===== src/rtl/rtc_cal_pkg.sv =====
package rtc_cal_pkg;

    typedef struct packed {
        logic [6:0] year;
        logic [3:0] mon;
        logic [4:0] mday;
        logic [2:0] wday;
        logic [4:0] hour;
        logic [5:0] min;
        logic [5:0] sec;
    } cal_time_t;

    typedef struct packed {
        logic [7:0] year;
        logic [7:0] mon;
        logic [7:0] mday;
        logic [7:0] wday;
        logic [7:0] hour;
        logic [7:0] min;
        logic [7:0] sec;
    } cal_regs_t;

    typedef enum logic {
        SEQ_IDLE,
        SEQ_BUSY
    } seq_state_e;

    localparam cal_time_t CAL_EPOCH = '{year: 7'd0, mon: 4'd1, mday: 5'd1, wday: 3'd1,
                                        hour: 5'd0, min: 6'd0, sec: 6'd0};

    localparam cal_regs_t CAL_REGS_RESET = '{year: 8'h00, mon: 8'h01, mday: 8'h01, wday: 8'h01,
                                             hour: 8'h00, min: 8'h00, sec: 8'h00};

    function automatic logic [7:0] bin_to_bcd(input logic [6:0] v);
        logic [3:0] tens;
        logic [3:0] ones;
        tens = 4'(v / 7'd10);
        ones = 4'(v % 7'd10);
        return {tens, ones};
    endfunction

    function automatic logic [6:0] bcd_to_bin(input logic [7:0] b);
        return (7'(b[7:4]) * 7'd10) + 7'(b[3:0]);
    endfunction

    function automatic logic [7:0] field_enc(input logic [6:0] v, input logic bin);
        return bin ? {1'b0, v} : bin_to_bcd(v);
    endfunction

    function automatic logic [6:0] field_dec(input logic [7:0] b, input logic bin);
        return bin ? b[6:0] : bcd_to_bin(b);
    endfunction

    function automatic logic is_leap(input logic [6:0] yy, input int century);
        return (yy[1:0] == 2'b00) && ((yy != 7'd0) || ((century % 4) == 0));
    endfunction

    function automatic logic [4:0] month_len(input logic [3:0] mon, input logic leap);
        case (mon)
            4'd4, 4'd6, 4'd9, 4'd11: return 5'd30;
            4'd2:                    return leap ? 5'd29 : 5'd28;
            default:                 return 5'd31;
        endcase
    endfunction

    function automatic cal_time_t next_second(input cal_time_t t, input logic leap);
        cal_time_t n;
        n = t;
        if (t.sec == 6'd59) begin
            n.sec = 6'd0;
            if (t.min == 6'd59) begin
                n.min = 6'd0;
                if (t.hour == 5'd23) begin
                    n.hour = 5'd0;
                    n.wday = (t.wday == 3'd7) ? 3'd1 : t.wday + 3'd1;
                    if (t.mday >= month_len(t.mon, leap)) begin
                        n.mday = 5'd1;
                        if (t.mon == 4'd12) begin
                            n.mon  = 4'd1;
                            n.year = (t.year == 7'd99) ? 7'd0 : t.year + 7'd1;
                        end else begin
                            n.mon = t.mon + 4'd1;
                        end
                    end else begin
                        n.mday = t.mday + 5'd1;
                    end
                end else begin
                    n.hour = t.hour + 5'd1;
                end
            end else begin
                n.min = t.min + 6'd1;
            end
        end else begin
            n.sec = t.sec + 6'd1;
        end
        return n;
    endfunction

endpackage


===== src/rtl/rtc_cal_codec.sv =====
module rtc_cal_codec
    import rtc_cal_pkg::*;
(
    input  logic      fmt_binary,
    input  logic      fmt_24h,
    input  cal_time_t time_i,
    input  cal_regs_t load_regs_i,
    output cal_regs_t regs_o,
    output cal_time_t time_o
);

    logic       pm;
    logic [4:0] hr12;
    logic [6:0] hr_raw;

    assign pm   = (time_i.hour >= 5'd12);
    assign hr12 = pm ? (time_i.hour - 5'd12) : time_i.hour;

    always_comb begin
        regs_o.sec  = field_enc({1'b0, time_i.sec}, fmt_binary);
        regs_o.min  = field_enc({1'b0, time_i.min}, fmt_binary);
        regs_o.wday = field_enc({4'd0, time_i.wday}, fmt_binary);
        regs_o.mday = field_enc({2'd0, time_i.mday}, fmt_binary);
        regs_o.mon  = field_enc({3'd0, time_i.mon}, fmt_binary);
        regs_o.year = field_enc(time_i.year, fmt_binary);
        if (fmt_24h) begin
            regs_o.hour = field_enc({2'd0, time_i.hour}, fmt_binary);
        end else begin
            regs_o.hour = field_enc({2'd0, hr12}, fmt_binary) | {pm, 7'd0};
        end
    end

    always_comb begin
        if (fmt_24h) begin
            hr_raw = field_dec(load_regs_i.hour, fmt_binary);
        end else begin
            hr_raw = field_dec({1'b0, load_regs_i.hour[6:0]}, fmt_binary);
        end
        time_o.sec  = 6'(field_dec(load_regs_i.sec, fmt_binary));
        time_o.min  = 6'(field_dec(load_regs_i.min, fmt_binary));
        time_o.wday = 3'(field_dec(load_regs_i.wday, fmt_binary));
        time_o.mday = 5'(field_dec(load_regs_i.mday, fmt_binary));
        time_o.mon  = 4'(field_dec(load_regs_i.mon, fmt_binary));
        time_o.year = field_dec(load_regs_i.year, fmt_binary);
        time_o.hour = 5'(hr_raw) + ((!fmt_24h && load_regs_i.hour[7]) ? 5'd12 : 5'd0);
    end

endmodule


===== src/rtl/rtc_cal_counter.sv =====
module rtc_cal_counter
    import rtc_cal_pkg::*;
#(
    parameter int BASE_CENTURY = 20
) (
    input  logic      clk,
    input  logic      rst,
    input  logic      load_i,
    input  cal_time_t load_time_i,
    input  logic      adv_i,
    output cal_time_t time_o
);

    cal_time_t time_q;
    logic      leap;

    assign leap   = is_leap(time_q.year, BASE_CENTURY);
    assign time_o = time_q;

    always_ff @(posedge clk) begin
        if (rst) begin
            time_q <= CAL_EPOCH;
        end else if (load_i) begin
            time_q <= load_time_i;
        end else if (adv_i) begin
            time_q <= next_second(time_q, leap);
        end
    end

endmodule


===== src/rtl/rtc_update_seq.sv =====
module rtc_update_seq
    import rtc_cal_pkg::*;
#(
    parameter int UIP_CYCLES = 8
) (
    input  logic clk,
    input  logic rst,
    input  logic start_i,
    input  logic cancel_i,
    input  logic set_hold_i,
    output logic busy_o,
    output logic uip_o,
    output logic finish_o
);

    localparam int CW = (UIP_CYCLES > 1) ? $clog2(UIP_CYCLES) : 1;
    localparam logic [CW-1:0] LAST = CW'(UIP_CYCLES - 1);

    seq_state_e    state_q;
    logic [CW-1:0] cnt_q;
    logic          uip_q;

    assign busy_o   = (state_q == SEQ_BUSY);
    assign uip_o    = uip_q;
    assign finish_o = busy_o && (cnt_q == LAST) && !cancel_i;

    always_ff @(posedge clk) begin
        if (rst || cancel_i) begin
            state_q <= SEQ_IDLE;
            cnt_q   <= '0;
            uip_q   <= 1'b0;
        end else begin
            case (state_q)
                SEQ_IDLE: begin
                    if (start_i) begin
                        state_q <= SEQ_BUSY;
                        cnt_q   <= '0;
                        uip_q   <= !set_hold_i;
                    end
                end
                SEQ_BUSY: begin
                    if (finish_o) begin
                        state_q <= SEQ_IDLE;
                        cnt_q   <= '0;
                        uip_q   <= 1'b0;
                    end else begin
                        cnt_q <= cnt_q + CW'(1);
                        uip_q <= uip_q && !set_hold_i;
                    end
                end
                default: state_q <= SEQ_IDLE;
            endcase
        end
    end

endmodule


===== src/rtl/rtc_alarm_match.sv =====
module rtc_alarm_match
    import rtc_cal_pkg::*;
(
    input  cal_regs_t  regs_i,
    input  logic [7:0] alarm_sec,
    input  logic [7:0] alarm_min,
    input  logic [7:0] alarm_hour,
    output logic       hit_o
);

    localparam int NFIELD = 3;

    logic [7:0]        cur [NFIELD];
    logic [7:0]        alm [NFIELD];
    logic [NFIELD-1:0] ok;

    assign cur[0] = regs_i.sec;
    assign cur[1] = regs_i.min;
    assign cur[2] = regs_i.hour;
    assign alm[0] = alarm_sec;
    assign alm[1] = alarm_min;
    assign alm[2] = alarm_hour;

    for (genvar i = 0; i < NFIELD; i++) begin : g_field
        assign ok[i] = (alm[i][7:6] == 2'b11) || (alm[i] == cur[i]);
    end

    assign hit_o = &ok;

endmodule


===== src/rtl/rtc_cal_engine.sv =====
module rtc_cal_engine
    import rtc_cal_pkg::*;
#(
    parameter int          UIP_CYCLES   = 8,
    parameter int          BASE_CENTURY = 20,
    parameter logic [2:0]  OSC_RUN_CODE = 3'b010
) (
    input  logic       clk,
    input  logic       rst,
    input  logic       tick_1hz,
    input  logic [2:0] osc_sel,
    input  logic       set_hold,
    input  logic       fmt_binary,
    input  logic       fmt_24h,
    input  logic       alarm_en,
    input  logic       upd_irq_en,
    input  logic [7:0] alarm_sec,
    input  logic [7:0] alarm_min,
    input  logic [7:0] alarm_hour,
    input  logic       load_req,
    input  logic [7:0] load_sec,
    input  logic [7:0] load_min,
    input  logic [7:0] load_hour,
    input  logic [7:0] load_wday,
    input  logic [7:0] load_mday,
    input  logic [7:0] load_mon,
    input  logic [7:0] load_year,
    output logic [7:0] sec_o,
    output logic [7:0] min_o,
    output logic [7:0] hour_o,
    output logic [7:0] wday_o,
    output logic [7:0] mday_o,
    output logic [7:0] mon_o,
    output logic [7:0] year_o,
    output logic       uip_o,
    output logic       uf_pulse_o,
    output logic       af_pulse_o,
    output logic       irq_pulse_o
);

    cal_regs_t load_regs;
    cal_regs_t cur_regs;
    cal_regs_t vis_q;
    cal_time_t load_time;
    cal_time_t cur_time;
    logic      osc_ok;
    logic      adv;
    logic      busy;
    logic      uip;
    logic      finish;
    logic      hit;
    logic      load_d_q;
    logic      uf_q;
    logic      af_q;
    logic      irq_q;

    assign load_regs = '{year: load_year, mon: load_mon, mday: load_mday, wday: load_wday,
                         hour: load_hour, min: load_min, sec: load_sec};

    assign osc_ok = (osc_sel == OSC_RUN_CODE);
    assign adv    = tick_1hz && osc_ok && !busy && !load_req;

    rtc_cal_codec u_codec (
        .fmt_binary  (fmt_binary),
        .fmt_24h     (fmt_24h),
        .time_i      (cur_time),
        .load_regs_i (load_regs),
        .regs_o      (cur_regs),
        .time_o      (load_time)
    );

    rtc_cal_counter #(
        .BASE_CENTURY (BASE_CENTURY)
    ) u_counter (
        .clk         (clk),
        .rst         (rst),
        .load_i      (load_req),
        .load_time_i (load_time),
        .adv_i       (adv),
        .time_o      (cur_time)
    );

    rtc_update_seq #(
        .UIP_CYCLES (UIP_CYCLES)
    ) u_seq (
        .clk        (clk),
        .rst        (rst),
        .start_i    (adv),
        .cancel_i   (load_req),
        .set_hold_i (set_hold),
        .busy_o     (busy),
        .uip_o      (uip),
        .finish_o   (finish)
    );

    rtc_alarm_match u_alarm (
        .regs_i     (cur_regs),
        .alarm_sec  (alarm_sec),
        .alarm_min  (alarm_min),
        .alarm_hour (alarm_hour),
        .hit_o      (hit)
    );

    always_ff @(posedge clk) begin
        if (rst) begin
            vis_q    <= CAL_REGS_RESET;
            load_d_q <= 1'b0;
            uf_q     <= 1'b0;
            af_q     <= 1'b0;
            irq_q    <= 1'b0;
        end else begin
            load_d_q <= load_req;
            uf_q     <= finish;
            af_q     <= finish && alarm_en && hit;
            irq_q    <= finish && (upd_irq_en || (alarm_en && hit));
            if ((finish && uip) || load_d_q) begin
                vis_q <= cur_regs;
            end
        end
    end

    assign sec_o       = vis_q.sec;
    assign min_o       = vis_q.min;
    assign hour_o      = vis_q.hour;
    assign wday_o      = vis_q.wday;
    assign mday_o      = vis_q.mday;
    assign mon_o       = vis_q.mon;
    assign year_o      = vis_q.year;
    assign uip_o       = uip;
    assign uf_pulse_o  = uf_q;
    assign af_pulse_o  = af_q;
    assign irq_pulse_o = irq_q;

endmodule


===== config.mk =====
export PLATFORM = sky130hd
export DESIGN_NAME = rtc_cal_engine
export DESIGN_NICKNAME = d
export VERILOG_FILES = /design/src/rtl/rtc_cal_pkg.sv /design/src/rtl/rtc_cal_codec.sv /design/src/rtl/rtc_cal_counter.sv /design/src/rtl/rtc_update_seq.sv /design/src/rtl/rtc_alarm_match.sv /design/src/rtl/rtc_cal_engine.sv
export SDC_FILE = /design/constraint.sdc
export NUM_CORES = 1
export LEC_CHECK = 0
export BUFFER_PORTS_ARGS = -buffer_cell sky130_fd_sc_hd__buf_2
export CAP_MARGIN = 10
export CORE_MARGIN = 2
export CORE_UTILIZATION = 40
export DETAILED_ROUTE_END_ITERATION = 12
export PLACE_DENSITY = 0.71
export SLEW_MARGIN = 20
export SYNTH_ARGS = -nofsm -noshare
export SYNTH_HDL_FRONTEND = slang
export SYNTH_SLANG_ARGS = --single-unit

===== constraint.sdc =====
create_clock -name clk -period 3.5 [get_ports clk]
set_input_delay 0.525 -clock clk [delete_from_list [all_inputs] [get_ports clk]]
set_output_delay 0.525 -clock clk [all_outputs]
set_load 0.02 [all_outputs]

==> impl_metrics.toml <==
[placement]
hpwl_um = 17000
pre_cts_ws_ps = -30.3
port_buffers = 134
dpl_cell_area_mm2 = 0.00927
gp_congestion = 0.884

[detailed_routing]
wl_per_cell_um = 15.4
drt_iter0_drc = 447
postRouteAntennaNets = 0
drt_wl_total_um = 22800
detail_route.first_pass.iterations = 5
num_vias = 8207
drc = 0
viasPerCell = 5.54

[grt]
antenna_found_initial = 0
grt_pass1_vias = 7590
grt_pass1_wl_um = 37000
grtUsageMet2 = 0.347
grt_max_degree = 84
met1_usage = 0.269
grt.busiest_layer = "met2"
grt_remaining_overflow = 0
grt_use_met3 = 0.0299
grtUsageTotal = 0.205

[layout]
drive_gt1_frac = 0.203
syn_to_final_growth_pct = 17.5
fillers = 1988
multi_input_area_mm2 = 0.00598
seq_area_mm2 = 0.00177
final_area_mm2 = 0.00970
fin_nets = 1385
diodes = 0

[yosys]
synth-main-ff-cell = "dfxtp_1"
synth.area.top_cells = "dfxtp_1 (21%), ha_1 (12%), a21oi_1 (4.8%)"
netlist_area_mm2 = 0.00826
yosys.area.top_type = "dfxtp_1"
syn-instance-count = 1086
netlist.area_leader.share = 0.213
ys_seq_area_frac = 0.213
ys_ff_latch = 88
synth_cell_type_count = 83
ys_warn_count = 0
avgSynthCellArea_um2 = 7.61
synth_edf_count = 0
ys_async_sr_fraction = 0

[clocking]
clk_latency_ps = 350
clockBufferDepth = 2
cts_tree = "yes"
clockRootBuffer = "clkbuf_16"
path_clk_slew_ps = 60
clock_sinks = 88
cts_buffers = 9
cts_hold_buffers = 0
h-tree-depth = 3

[timing]
hold_slack_ps = 408
fmax_mhz = 296
layout_setup_ws_ps = 127
timing.slew.headroom = 0.360
fin_skew_ps = 7.59
tns_ps = 0
slew_violations = 0
max_slew.worst_pin.slew_ps = 959
hold_viol = 0
fin_crit_ps = 3370
setup_viol = 0
period_share = 0.964

[power]
peakVddDrop_mv = 0.276
p_leak_nw = 4.12
power_density_mw_per_mm2 = 317

[die]
start_util = 0.408
die_y_um = 148
num_rows = 52
die_x_um = 148
io_pins = 152
coreArea_mm2 = 0.0202
die_area_mm2 = 0.0218

[setup_path]
critPathMaxFanout = 7
path_common_cell = "mux2i_1"
path_class = "reg -> reg"
cpMaxStageDelayCell = "dfxtp_1"
cp-start-kind = "flip-flop"
crit_chain = "inv_1 -> ha_1 -> a211oi_4 -> nor2_1 -> a21oi_2 -> ha_4 -> a41oi_2 -> mux2i_2 -> ha_2 -> nor3_4 -> nor3_2 -> mux2i_1 -> o31a_1 -> mux2i_1 -> o2111ai_1 -> o21ai_1"
required_ps = 3770
crit_buf_inv = 1
endpoint_kind = "flip-flop"
cp_top_family = "compound AO/OA/AOI/OAI gates"
cp_slowest_stage_delay_ps = 330
cp.arrival_ps = 3640

[hold_path]
hp-class = "in -> reg"

[outcome]
status = "finished, final reports clean"

[job]
maxCapViolCount = 0
final cells by class:
type,count,area share
clock buffers,11,0.0260
multi-input cells,861,0.616
repair buffers,182,0.108
flip-flops and latches,88,0.182
well taps,270,0.0348
clock inverters,5,0.00812
inverters,64,0.0253
through the flow:
step,utilization,power [mW],cells
after floorplan,-,1.74,1098
after global placement,0.458,1.97,1461
after detailed placement,0.458,1.99,1461
after CTS,0.475,3.08,1477
after global routing,0.480,3.26,1481
final,0.480,3.08,1481
worst reg2reg max path, delay by kind of cell, from the launching register on:
kind / cells / cell delay [ps]
DFF: 1 / 330
muxes: 3 / 750
buffers and inverters: 1 / 100
and+or+nand+nor: 3 / 340
AOI/OAI and AO/OA: 6 / 1070
adders and majority gates: 3 / 710
what timing repair did:
action / CTS / global route
setup endpoints to repair: 2 / 2
buffers inserted: 0 / 4
pin swaps: 0 / 7
resized for setup: 2 / 14
cells in the mapped netlist, types with 15 or more instances:
master / number
a211oi_1: 32
xor2_1: 27
nand2b_1: 17
nand2_1: 100
nor3_1: 26
inv_1: 62
nor2_1: 104
ha_1: 79
clkbuf_1: 46
dfxtp_1: 88
nand3_1: 21
o21ai_0: 70
a21oi_1: 80
mux2i_1: 15
xnor2_1: 34
buf_4: 16
buf_2: 16
cells in the final DEF (no fill, tap or decap), types with 8 or more instances in the layout:
cell type  netlist  final
a211o_1          9      9
a211oi_1        32     31
a21oi_1         80     79
a22oi_1         13     13
a31oi_1         13     11
and2_1          12     12
buf_2           16    134
buf_4           16     47
clkbuf_16        0      9
conb_1           1     13
dfxtp_1         88     85
fa_1             8      8
ha_1            79     74
inv_1           62     62
mux2i_1         15     14
nand2_1        100    100
nand2b_1        17     17
nand3_1         21     21
nor2_1         104    104
nor2b_1         13     13
nor3_1          26     26
o211ai_1        13     13
o21a_1           8      8
o21ai_0         70     70
o31ai_1         12     12
xnor2_1         34     34
xor2_1          27     27
final timing paths:
path                                                         from                endpoint  slack (ps)  cells past startpoint
worst min-delay path                                   upd_irq_en  irq_pulse_o$_SDFF_PP0_         410                      3
worst max register to register  u_counter.time_o[13]$_SDFFE_PP0P_  irq_pulse_o$_SDFF_PP0_         130                     16
worst max-delay path            u_counter.time_o[13]$_SDFFE_PP0P_  irq_pulse_o$_SDFF_PP0_         130                     16
worst min register to register              min_o[6]$_SDFFE_PP0P_   min_o[6]$_SDFFE_PP0P_         450                      2
routing by layer:
layer,routed length (µm),vias to the layer above
met3,1140,27
met2,10800,254
li1,-,4117
met5,0,-
met1,10500,3809
met4,389,0
sequential cells by signal, indices dropped and copies added, names as in the netlist, 3 cells and up:
register	cells
u_counter.time_o	36
sec_o	7
hour_o	7
mday_o	6
min_o	7
wday_o	3
year_o	8
mon_o	5
u_seq.cnt_q	3
cells by family (layout without fill, tap and decap cells):
logic type / after synthesis / in the layout / share of synthesized area
AOI/OAI and AO/OA: 338 / 338 / 0.277
buffers and inverters: 149 / 262 / 0.0792
other: 1 / 13 / 0.000454
xor gates and xnor gates: 62 / 62 / 0.0667
adders and majority gates: 87 / 87 / 0.139
DFF: 88 / 88 / 0.213
and+or+nand+nor: 340 / 340 / 0.198
muxes: 21 / 21 / 0.0264
report_power, final:
part	internal [mW]	leakage, nW	switching (mW)
Sequential	1.04	0.718	0.0430
Clock	0.664	0.165	0.420
Combinational	0.385	3.24	0.527
No activity file was read; power rests on OpenSTA's default activity.
